[src/rtl/pme_hub_pkg.sv]
`timescale 1ns/1ps
package pme_hub_pkg;
  // Strobes from control to the root-side datapath
  typedef struct packed {
    logic push;       // write incoming ID into the waiting buffer
    logic popLoad;    // move buffer head into the status/ID register
    logic clearStat;  // drop the status flag
  } rootStrobe_t;
endpackage

[src/rtl/pme_hub_dp.sv]
`timescale 1ns/1ps
module pme_hub_dp
  import pme_hub_pkg::*;
#(
  parameter int ID_W  = 16,
  parameter int DEPTH = 2,
  parameter int CNT_W = $clog2(DEPTH + 1)
) (
  input  logic             clk,
  input  logic             rstN,
  input  rootStrobe_t      stb,
  input  logic [ID_W-1:0]  msgReqId,
  output logic [CNT_W-1:0] fifoCount,
  output logic             pmeStatus,
  output logic [ID_W-1:0]  pmeReqId
);
  localparam int PTR_W = (DEPTH > 1) ? $clog2(DEPTH) : 1;
  localparam logic [PTR_W-1:0] LAST = PTR_W'(DEPTH - 1);

  logic [ID_W-1:0]  slotId [DEPTH];
  logic [PTR_W-1:0] wrPtr, rdPtr;

  for (genvar g = 0; g < DEPTH; g++) begin : gSlot
    always_ff @(posedge clk) begin
      if (stb.push && wrPtr == PTR_W'(g)) slotId[g] <= msgReqId;
    end
  end

  always_ff @(posedge clk) begin
    if (!rstN) begin
      wrPtr     <= '0;
      rdPtr     <= '0;
      fifoCount <= '0;
    end else begin
      if (stb.push)    wrPtr <= (wrPtr == LAST) ? '0 : wrPtr + 1'b1;
      if (stb.popLoad) rdPtr <= (rdPtr == LAST) ? '0 : rdPtr + 1'b1;
      fifoCount <= fifoCount + CNT_W'(stb.push) - CNT_W'(stb.popLoad);
    end
  end

  always_ff @(posedge clk) begin
    if (!rstN) begin
      pmeStatus <= 1'b0;
      pmeReqId  <= '0;
    end else if (stb.popLoad) begin
      pmeStatus <= 1'b1;
      pmeReqId  <= slotId[rdPtr];
    end else if (stb.clearStat) begin
      pmeStatus <= 1'b0;
    end
  end
endmodule

[src/rtl/pme_hub_ctrl.sv]
`timescale 1ns/1ps
module pme_hub_ctrl
  import pme_hub_pkg::*;
#(
  parameter int DEPTH       = 2,
  parameter int CNT_W       = $clog2(DEPTH + 1),
  parameter int TIMEOUT_CYC = 25_000_000
) (
  input  logic             clk,
  input  logic             rstN,
  input  logic             msgValid,
  input  logic             statusClr,
  input  logic             intEnable,
  input  logic [CNT_W-1:0] fifoCount,
  input  logic             pmeStatus,
  output rootStrobe_t      stb,
  output logic             pmeIrq,
  input  logic             reqStart,
  input  logic             linkActive,
  input  logic             reqServiced,
  output logic             txPme
);
  localparam int TMR_W = $clog2(TIMEOUT_CYC + 1);
  localparam logic [TMR_W-1:0] TMAX = TMR_W'(TIMEOUT_CYC);
  localparam logic [CNT_W-1:0] FULL = CNT_W'(DEPTH);

  // Root side: admission, promotion and acknowledge
  always_comb begin
    stb.push      = msgValid && (fifoCount != FULL);
    stb.popLoad   = (fifoCount != '0) && (!pmeStatus || statusClr);
    stb.clearStat = statusClr && pmeStatus && (fifoCount == '0);
  end

  assign pmeIrq = pmeStatus && intEnable;

  // Requester side: saturating resend timer
  logic             pending;
  logic [TMR_W-1:0] tmr;
  logic             expired;

  assign expired = (tmr == TMAX);
  assign txPme   = pending && expired && linkActive;

  always_ff @(posedge clk) begin
    if (!rstN) begin
      pending <= 1'b0;
      tmr     <= '0;
    end else if (reqServiced) begin
      pending <= 1'b0;
    end else if (reqStart) begin
      pending <= 1'b1;
      tmr     <= TMAX;
    end else if (pending) begin
      if (txPme)         tmr <= TMR_W'(1);
      else if (!expired) tmr <= tmr + 1'b1;
    end
  end
endmodule

[src/rtl/pme_event_hub.sv]
`timescale 1ns/1ps
module pme_event_hub
  import pme_hub_pkg::*;
#(
  parameter int ID_W        = 16,
  parameter int DEPTH       = 2,
  parameter int TIMEOUT_CYC = 25_000_000
) (
  input  logic            clk,
  input  logic            rstN,
  input  logic            msgValid,
  input  logic [ID_W-1:0] msgReqId,
  input  logic            statusClr,
  input  logic            intEnable,
  output logic            pmeStatus,
  output logic [ID_W-1:0] pmeReqId,
  output logic            pmeIrq,
  input  logic            reqStart,
  input  logic            linkActive,
  input  logic            reqServiced,
  output logic            txPme
);
  localparam int CNT_W = $clog2(DEPTH + 1);

  rootStrobe_t      stb;
  logic [CNT_W-1:0] fifoCount;

  pme_hub_ctrl #(.DEPTH(DEPTH), .CNT_W(CNT_W), .TIMEOUT_CYC(TIMEOUT_CYC)) u_ctrl (
    .clk(clk), .rstN(rstN), .msgValid(msgValid), .statusClr(statusClr),
    .intEnable(intEnable), .fifoCount(fifoCount), .pmeStatus(pmeStatus),
    .stb(stb), .pmeIrq(pmeIrq), .reqStart(reqStart), .linkActive(linkActive),
    .reqServiced(reqServiced), .txPme(txPme)
  );

  pme_hub_dp #(.ID_W(ID_W), .DEPTH(DEPTH), .CNT_W(CNT_W)) u_dp (
    .clk(clk), .rstN(rstN), .stb(stb), .msgReqId(msgReqId),
    .fifoCount(fifoCount), .pmeStatus(pmeStatus), .pmeReqId(pmeReqId)
  );
endmodule

[config.mk]
export PLATFORM = sky130hd
export DESIGN_NAME = pme_event_hub
export DESIGN_NICKNAME = d
export VERILOG_FILES = /design/src/rtl/pme_hub_pkg.sv /design/src/rtl/pme_hub_dp.sv /design/src/rtl/pme_hub_ctrl.sv /design/src/rtl/pme_event_hub.sv
export SDC_FILE = /design/constraint.sdc
export NUM_CORES = 1
export LEC_CHECK = 0
export BUFFER_PORTS_ARGS = -buffer_cell sky130_fd_sc_hd__buf_4
export CAP_MARGIN = 30
export CORE_MARGIN = 2
export CORE_UTILIZATION = 30
export CTS_CLUSTER_SIZE = 20
export DETAILED_ROUTE_END_ITERATION = 8
export PLACE_DENSITY = 0.48
export REMOVE_ABC_BUFFERS = 1
export SLEW_MARGIN = 20
export SYNTH_ARGS = -nofsm -noshare
export SYNTH_HDL_FRONTEND = slang
export SYNTH_SLANG_ARGS = --single-unit
[constraint.sdc]
create_clock -name clk -period 3.34 [get_ports clk]
set_clock_uncertainty 0.1 [all_clocks]
set_input_delay 0.167 -clock clk [delete_from_list [all_inputs] [get_ports clk]]
set_output_delay 0.167 -clock clk [all_outputs]
set_load 0.1 [all_outputs]
==> run_summary.xml, run 1 <==
<?xml version="1.0" encoding="UTF-8"?>
<metrics>
  <group name="outcome">
    <metric name="status" unit="">finished, final reports clean</metric>
  </group>
  <group name="critical_path">
    <metric name="crit-reg2reg-capture" unit="">u_ctrl.tmr[21]</metric>
    <metric name="critPathLaunchType" unit="">register</metric>
    <metric name="critical_path.endpoint_type" unit="">register</metric>
    <metric name="timing.critical_path.cells" unit="">inv_1, ha_1, nor4bb_1, and4_1, a31oi_1, buf_4, nand2_1, o22ai_1</metric>
    <metric name="critPathTopFamily" unit="">compound AO/OA/AOI/OAI gates</metric>
    <metric name="worst_path_max_delay_cell" unit="">a31oi_1</metric>
    <metric name="rr_worst_depth" unit="">8</metric>
    <metric name="path_depth" unit="">8</metric>
    <metric name="critical_path.reg2reg.startpoint" unit="">u_ctrl.tmr[0]</metric>
    <metric name="critical_path_peak_fanout" unit="">9</metric>
    <metric name="worst-path-buf-inv" unit="">2</metric>
    <metric name="max_stage_delay" unit="ns">0.48</metric>
    <metric name="cp.arrival" unit="ns">2.60</metric>
    <metric name="critical_path_required" unit="ns">3.50</metric>
    <metric name="r2r_setup_slack" unit="ns">0.90</metric>
    <metric name="worstSetupPathType" unit="">register to register</metric>
  </group>
  <group name="drt">
    <metric name="drtAntennaViolNets" unit="">0</metric>
    <metric name="drc" unit="">0</metric>
    <metric name="routed_wire_length_per_instance" unit="um">15.38</metric>
    <metric name="route.detailed.vias_per_inst" unit="">5.160</metric>
    <metric name="detail_route.first_pass.iterations" unit="">4</metric>
    <metric name="routed-via-count" unit="">2936</metric>
    <metric name="drt_iter0_markers" unit="">104</metric>
    <metric name="drt_wl_total" unit="um">8752</metric>
  </group>
  <group name="clock_network">
    <metric name="clk-insertion-delay-late" unit="ns">0.34</metric>
    <metric name="cts_tree" unit="">done</metric>
    <metric name="cts_made_buffers" unit="">9</metric>
    <metric name="clock-sinks" unit="">79</metric>
    <metric name="post_cts.repair.setup_buffers" unit="">0</metric>
    <metric name="cts_root_buf" unit="">clkbuf_16</metric>
    <metric name="cts.clk_slew.worst_paths" unit="ns">0.06</metric>
    <metric name="cts.htree.levels" unit="">3</metric>
    <metric name="cts_max_path_buffers" unit="">2</metric>
  </group>
  <group name="finish">
    <metric name="final.fill_count" unit="">1164</metric>
    <metric name="multi_input_comb_area" unit="um^2">1568</metric>
    <metric name="area_growth_syn_to_layout" unit="%">26.63</metric>
    <metric name="finish.net_count" unit="">445</metric>
    <metric name="instances_no_fill" unit="">569</metric>
    <metric name="sequential_cell_area_in_the_final_layout" unit="um^2">1902</metric>
    <metric name="antenna_cells" unit="">0</metric>
    <metric name="proportion_of_layout_cells_with_a_drive_suffix_above_1" unit="%">18.25</metric>
  </group>
  <group name="place">
    <metric name="number_of_placed_instances_with_taps_included" unit="">537</metric>
    <metric name="hpwl" unit="um">6008</metric>
    <metric name="gp_congestion" unit="">0.8641</metric>
    <metric name="port_buffers" unit="">42</metric>
    <metric name="pre_cts_ws" unit="ns">0.9166</metric>
  </group>
  <group name="min_path">
    <metric name="hold_end" unit="">u_dp.pmeStatus</metric>
    <metric name="hp-start" unit="">statusClr</metric>
    <metric name="min_delay_path_depth" unit="">4</metric>
    <metric name="worst_min_delay_path_category" unit="">input pin to register</metric>
  </group>
  <group name="sta">
    <metric name="timing.final.crit_share" unit="%">73.03</metric>
    <metric name="max_slew.worst_pin.slew" unit="ns">0.6575</metric>
    <metric name="finalWorstSetupSlack" unit="ns">0.9009</metric>
    <metric name="timing.max_slew.rel_slack" unit="%">56.10</metric>
    <metric name="maxClockFrequency" unit="GHz">0.4100</metric>
    <metric name="final-max-slew-violation-count" unit="">0</metric>
    <metric name="finalWorstPathRequiredPeriod" unit="ns">2.439</metric>
    <metric name="setup_viol" unit="">0</metric>
    <metric name="finalHoldWorstSlack" unit="ns">0.08921</metric>
    <metric name="final_hold_viol_count" unit="">0</metric>
    <metric name="rsz_0062_raised_after_global_routing" unit="">no</metric>
  </group>
  <group name="flow_run">
    <metric name="cap_violations" unit="">0</metric>
  </group>
  <group name="pwr">
    <metric name="switching_power" unit="mW">1.482</metric>
    <metric name="vdd_ir_drop_max" unit="uV">593.7</metric>
    <metric name="combPwrFrac" unit="%">36.0</metric>
    <metric name="power_frac_clock" unit="%">28.7</metric>
    <metric name="netSwitchingFraction" unit="%">40.14</metric>
    <metric name="portion_of_total_power_attributed_to_sequential_cells" unit="%">35.3</metric>
    <metric name="fin_total_pwr" unit="mW">3.693</metric>
    <metric name="total_leakage_power" unit="nW">1.646</metric>
    <metric name="p_per_area" unit="nW/um^2">808.1</metric>
    <metric name="p_int" unit="mW">2.211</metric>
  </group>
  <group name="global_route">
    <metric name="grt_use_total" unit="%">14.25</metric>
    <metric name="grt_max_degree" unit="">35</metric>
    <metric name="grt_pass1_wl" unit="um">14460</metric>
    <metric name="grt_antenna_before_repair" unit="">0</metric>
    <metric name="vias_in_the_first_global_route" unit="">2903</metric>
    <metric name="overflow" unit="">0</metric>
  </group>
  <group name="yosys">
    <metric name="total_standard_cell_area_after_synthesis" unit="um^2">3608</metric>
    <metric name="synth.ff_latch_count" unit="">79</metric>
    <metric name="synthDominantAreaCellType" unit="">edfxtp_1</metric>
    <metric name="synthDistinctLibCells" unit="">46</metric>
    <metric name="most_numerous_cell_in_the_yosys_netlist" unit="">dfxtp_1</metric>
    <metric name="post-synth-top-area-fraction" unit="%">26.63</metric>
    <metric name="seq_total_area_yosys" unit="%">52.70</metric>
    <metric name="synth_warnings" unit="">0</metric>
    <metric name="post_synth_inst_count" unit="">361</metric>
    <metric name="synth-edff-count" unit="">32</metric>
    <metric name="synth_top_cells_by_count" unit="">dfxtp_1 (47), nor2_1 (37), edfxtp_1 (32)</metric>
    <metric name="postSynth.asyncResetShare" unit="%">0</metric>
    <metric name="synth.top_cells.by_area" unit="">edfxtp_1 (27%), dfxtp_1 (26%), mux2i_1 (5.8%)</metric>
    <metric name="avgSynthCellArea" unit="um^2">9.996</metric>
    <metric name="synth-main-ff-cell" unit="">dfxtp_1</metric>
  </group>
  <group name="floorplanning">
    <metric name="floorplan.rows" unit="">40</metric>
    <metric name="floorplan.die.width" unit="um">113.7</metric>
    <metric name="floorplan.die.height" unit="um">113.7</metric>
    <metric name="floorplan.core_area" unit="um^2">11860</metric>
    <metric name="initial_core_util" unit="%">30.42</metric>
    <metric name="dieArea" unit="um^2">12920</metric>
    <metric name="top_level_ports" unit="">43</metric>
  </group>
</metrics>
## through the flow
step	utilization, %	TNS [ns]	area, um^2
final	38.52	0	4569
after global routing	38.52	0	4569
after CTS	38.52	0	4569
after detailed placement	34.45	0	4086
after global placement	34.31	0	4070
after floorplan	-	-0.03822	3522
## cells by family after synthesis
kind of cell             synth area share (%)
XOR/XNOR                                1.214
AO/OA/AOI/OAI                           14.63
AND/OR/NAND/NOR                         20.28
adder cells (fa/ha/maj)                 1.387
multiplexers                            5.825
flip-flops                              52.70
buffers and inverters                   3.953
## power groups by stage
| stage | clock network, mW | registers, mW | logic (mW) |
|---|---|---|---|
| 2_1_floorplan | 0 | 1.93 | 0.405 |
| 3_3_place_gp | 0 | 1.34 | 1.29 |
| 3_5_place_dp | 0 | 1.32 | 1.33 |
| 4_1_cts | 1.09 | 1.31 | 1.34 |
| 5_1_grt | 1.12 | 1.32 | 1.42 |
| 6_report | 1.06 | 1.30 | 1.33 |
## cell usage in the layout (no fill, tap or decap), types with 5 or more instances in the layout
master	netlist	layout
nand2_1	27	27
nand3_1	24	24
nor4_1	5	5
buf_4	0	48
inv_1	15	15
dfxtp_1	47	47
and2_1	5	5
edfxtp_1	32	32
clkbuf_16	0	9
a21oi_1	14	13
o21ai_0	11	11
xnor2_1	5	5
a22oi_1	5	5
a211oi_1	18	18
o21a_1	5	5
mux2i_1	21	21
nor3_1	6	6
nor2_1	37	37
nand4_1	8	8
dlygate4sd3_1	0	16
## flip-flops by register name, indices dropped and copies added (netlist names)
name,count
u_dp.slotId,32
u_ctrl.pending,1
u_dp.pmeReqId,16
u_dp.fifoCount,2
u_dp.wrPtr,1
u_dp.rdPtr,1
u_ctrl.tmr,25
u_dp.pmeStatus,1
## worst min-delay path, cell delays in order
cell	delay, ns
buf_4	0.08
nor2b_1	0.05
nor3_1	0.13
nor2_1	0.05
## final cells by class
cell class | count | area share, %
clock buffers | 10 | 5.011
clock inverters | 6 | 2.054
inverters | 15 | 1.232
multi-input cells | 246 | 34.31
flip-flops and latches | 79 | 41.62
well taps | 147 | 4.025
repair buffers | 66 | 11.75
## what timing repair did
item,4_1_cts,5_1_grt
hold buffers,16,0
resized for setup,0,0
hold endpoints to repair,32,0
## metal layers
metal	vias to the layer above	wire (um)	track usage, %
li1	1451	-	-
met1	1374	3775	17.58
met2	94	4217	23.55
met4	0	208	5.691
met3	17	550	4.091
met5	-	0	0
## how the worst max path moves through the flow
| stage | endpoint | from |
|---|---|---|
| 6_report | u_ctrl.tmr[21] | u_ctrl.tmr[0] |
| 5_1_grt | u_ctrl.tmr[21] | u_ctrl.tmr[0] |
| 4_1_cts | u_ctrl.tmr[16] | u_ctrl.tmr[0] |
| 3_5_place_dp | u_ctrl.tmr[16] | u_ctrl.tmr[0] |
| 3_3_place_gp | u_ctrl.tmr[20] | u_ctrl.tmr[0] |
| 2_1_floorplan | u_dp.fifoCount[1] | u_dp.pmeStatus |
Note: power is estimated with default switching activity, not from simulation.
==> inputs of run 2 (changes only) <==
PLACE_DENSITY = 0.49   (was 0.48)
clock period = 2.1 ns   (was 3.34 ns; I/O delays follow)
==> run 2 against run 1 <==
Utilization up 4.5 points. Combinational power rose by 68%. Largest power group unchanged. Count of clock-buffer cells in the layout is the same. Cell count up 8.4%. Setup slack got worse by 0.88 ns. Fmax increased by 17%. Total power is 57% higher. Register-to-register slack worse by 0.88 ns. Wire length increased by 12%. Non-clock buffer count is 48 higher. Sequential cell count stayed put. Largest cell class unchanged.
==> run_summary.xml, run 2 (same netlist as run 1, synthesis figures left out) <==
<?xml version="1.0" encoding="UTF-8"?>
<metrics>
  <group name="outcome">
    <metric name="status" unit="">finished, final reports clean</metric>
  </group>
  <group name="finish">
    <metric name="antenna_cells" unit="">0</metric>
    <metric name="most_common_library_cell_in_the_layout_ignoring_fill_and_taps" unit="">buf_4</metric>
    <metric name="proportion_of_layout_cells_with_a_drive_suffix_above_1" unit="%">32.55</metric>
    <metric name="area_growth_syn_to_layout" unit="%">41.50</metric>
    <metric name="max_reg_flops" unit="">32</metric>
    <metric name="reg_top3" unit="">u_dp.slotId: 32 flops, u_ctrl.tmr: 25 flops, u_dp.pmeReqId: 16 flops</metric>
    <metric name="registers.top_by_ff_count" unit="">u_dp.slotId</metric>
    <metric name="most-common-layout-cells" unit="">buf_4 (90), dfxtp_1 (41), nor2_1 (37), edfxtp_1 (32), nand2_1 (26)</metric>
    <metric name="finish.net_count" unit="">493</metric>
  </group>
  <group name="global_route">
    <metric name="grt_pass1_wl" unit="um">16150</metric>
    <metric name="grt_max_degree" unit="">34</metric>
    <metric name="overflow" unit="">0</metric>
    <metric name="grt_use_total" unit="%">15.85</metric>
    <metric name="vias_in_the_first_global_route" unit="">3183</metric>
    <metric name="grt_antenna_before_repair" unit="">0</metric>
  </group>
  <group name="critical_path">
    <metric name="critical_path_required" unit="ns">2.25</metric>
    <metric name="critical_path_peak_fanout" unit="">5</metric>
    <metric name="critPathTopFamily" unit="">simple AND/OR/NAND/NOR gates</metric>
    <metric name="max_stage_delay" unit="ns">0.42</metric>
    <metric name="critical_path.reg2reg.startpoint" unit="">u_ctrl.tmr[1]</metric>
    <metric name="worst-path-buf-inv" unit="">0</metric>
    <metric name="rr_worst_depth" unit="">6</metric>
    <metric name="timing.critical_path.cells" unit="">ha_4, nand4_4, or3_4, or4_1, a211o_1, a221oi_2</metric>
    <metric name="worstSetupPathType" unit="">register to register</metric>
    <metric name="crit-reg2reg-capture" unit="">u_ctrl.tmr[20]</metric>
    <metric name="worst_path_max_delay_cell" unit="">or3_4</metric>
    <metric name="critPathLaunchType" unit="">register</metric>
    <metric name="critical_path.endpoint_type" unit="">register</metric>
    <metric name="cp.arrival" unit="ns">2.23</metric>
    <metric name="r2r_setup_slack" unit="ns">0.02</metric>
  </group>
  <group name="pwr">
    <metric name="portion_of_total_power_attributed_to_sequential_cells" unit="%">34.7</metric>
    <metric name="total_leakage_power" unit="nW">1.906</metric>
    <metric name="power_frac_clock" unit="%">26.6</metric>
    <metric name="switching_power" unit="mW">2.369</metric>
    <metric name="p_per_area" unit="nW/um^2">1135</metric>
    <metric name="combPwrFrac" unit="%">38.7</metric>
    <metric name="netSwitchingFraction" unit="%">40.86</metric>
    <metric name="p_int" unit="mW">3.429</metric>
    <metric name="vdd_ir_drop_max" unit="uV">775.3</metric>
    <metric name="fin_total_pwr" unit="mW">5.798</metric>
  </group>
  <group name="floorplanning">
    <metric name="floorplan.die.width" unit="um">113.7</metric>
    <metric name="floorplan.rows" unit="">40</metric>
    <metric name="floorplan.core_area" unit="um^2">11860</metric>
    <metric name="top_level_ports" unit="">43</metric>
    <metric name="initial_core_util" unit="%">30.42</metric>
    <metric name="floorplan.die.height" unit="um">113.7</metric>
    <metric name="dieArea" unit="um^2">12920</metric>
  </group>
  <group name="clock_network">
    <metric name="cts.htree.levels" unit="">3</metric>
    <metric name="clk-insertion-delay-late" unit="ns">0.33</metric>
    <metric name="cts_tree" unit="">done</metric>
    <metric name="cts_made_buffers" unit="">9</metric>
    <metric name="cts_root_buf" unit="">clkbuf_16</metric>
    <metric name="cts.clk_slew.worst_paths" unit="ns">0.06</metric>
    <metric name="cts_max_path_buffers" unit="">2</metric>
    <metric name="clock-sinks" unit="">79</metric>
  </group>
  <group name="drt">
    <metric name="routed_wire_length_per_instance" unit="um">15.83</metric>
    <metric name="drtAntennaViolNets" unit="">0</metric>
    <metric name="drt_iter0_markers" unit="">136</metric>
    <metric name="drt_wl_total" unit="um">9769</metric>
    <metric name="route.detailed.vias_per_inst" unit="">5.078</metric>
    <metric name="detail_route.first_pass.iterations" unit="">4</metric>
    <metric name="drc" unit="">0</metric>
    <metric name="routed-via-count" unit="">3133</metric>
  </group>
  <group name="sta">
    <metric name="setup_viol" unit="">0</metric>
    <metric name="timing.max_slew.rel_slack" unit="%">71.96</metric>
    <metric name="final-max-slew-violation-count" unit="">0</metric>
    <metric name="finalHoldWorstSlack" unit="ns">0.03165</metric>
    <metric name="max_slew.worst_pin.slew" unit="ns">0.4167</metric>
    <metric name="maxClockFrequency" unit="GHz">0.4806</metric>
    <metric name="final_hold_viol_count" unit="">0</metric>
    <metric name="rsz_0062_raised_after_global_routing" unit="">yes</metric>
    <metric name="finalWorstPathRequiredPeriod" unit="ns">2.081</metric>
    <metric name="timing.final.crit_share" unit="%">99.08</metric>
  </group>
  <group name="min_path">
    <metric name="worst_min_delay_path_category" unit="">input pin to register</metric>
    <metric name="min_delay_path_depth" unit="">4</metric>
    <metric name="hold_end" unit="">u_dp.pmeStatus</metric>
    <metric name="hp-start" unit="">statusClr</metric>
  </group>
  <group name="flow_run">
    <metric name="cap_violations" unit="">0</metric>
  </group>
  <group name="place">
    <metric name="gp_congestion" unit="">0.8509</metric>
    <metric name="port_buffers" unit="">42</metric>
    <metric name="hpwl" unit="um">6623</metric>
  </group>
</metrics>
-- run 2: final cells by class --
type / count / area (um^2)
fillers: 1100 / 6755
flip-flops and latches: 79 / 1909
multi-input cells: 246 / 1718
repair buffers: 114 / 943.4
clock buffers: 10 / 229.0
well taps: 147 / 183.9
clock inverters: 6 / 61.31
inverters: 15 / 61.31
-- run 2: per-layer routing --
layer,vias to the layer above,track usage [%],share of wire (%)
met5,-,0,0
met4,0,4.228,0.84
met3,10,3.719,5.6
met2,82,26.63,48
met1,1488,20.60,45
li1,1553,-,-
-- run 2: stage by stage --
| stage | setup slack [ns] | utilization, % | setup TNS (ns) | instances | area (um^2) |
|---|---|---|---|---|---|
| after detailed placement | -0.06461 | 36.95 | -0.1466 | 575 | 4383 |
| after global routing | -0.05899 | 43.05 | -0.08960 | 617 | 5106 |
| after CTS | 0.0004807 | 41.88 | 0 | 614 | 4967 |
| after global placement | -0.04840 | 36.95 | -0.06369 | 575 | 4383 |
| final | 0.01936 | 43.05 | 0 | 617 | 5106 |
| after floorplan | -1.278 | - | -13.43 | 340 | 3522 |
-- run 2: worst reg2reg max path, delay by kind of cell (launching register included) --
kind / cells / cell delay [ns]
simple gates: 3 / 0.93
compound gates: 2 / 0.48
fa+ha+maj: 1 / 0.15
flops: 1 / 0.36
-- run 2: repair_timing --
item                                    CTS  global route
buffers inserted                          7             3
gates cloned                              1             0
hold endpoints to repair                 32             0
endpoints found under the setup margin    8            24
hold buffers                             16             0
pin swaps                                 6             9
gates resized for setup                  24            26
-- run 2: worst max-delay path by stage --
stage / from / end / slack (ns) / cells after the start
3_3_place_gp: u_ctrl.tmr[0] / u_ctrl.tmr[20] / -0.05 / 6
4_1_cts: u_ctrl.tmr[1] / txPme / 0.0005 / 8
2_1_floorplan: u_dp.pmeStatus / u_dp.fifoCount[1] / -1.28 / 8
3_5_place_dp: u_ctrl.tmr[0] / u_ctrl.tmr[20] / -0.06 / 6
5_1_grt: u_ctrl.tmr[18] / u_ctrl.tmr[20] / -0.06 / 5
6_report: u_ctrl.tmr[1] / u_ctrl.tmr[20] / 0.02 / 6
-- run 2: power by group through the flow --
| stage | sequential (mW) | clock [mW] | combinational, mW |
|---|---|---|---|
| after detailed placement | 2.04 | 0 | 2.21 |
| after CTS | 2.02 | 1.57 | 2.25 |
| after global placement | 2.04 | 0 | 2.18 |
| after floorplan | 3.06 | 0 | 0.645 |
| final | 2.01 | 1.54 | 2.24 |
| after global routing | 2.05 | 1.65 | 2.40 |
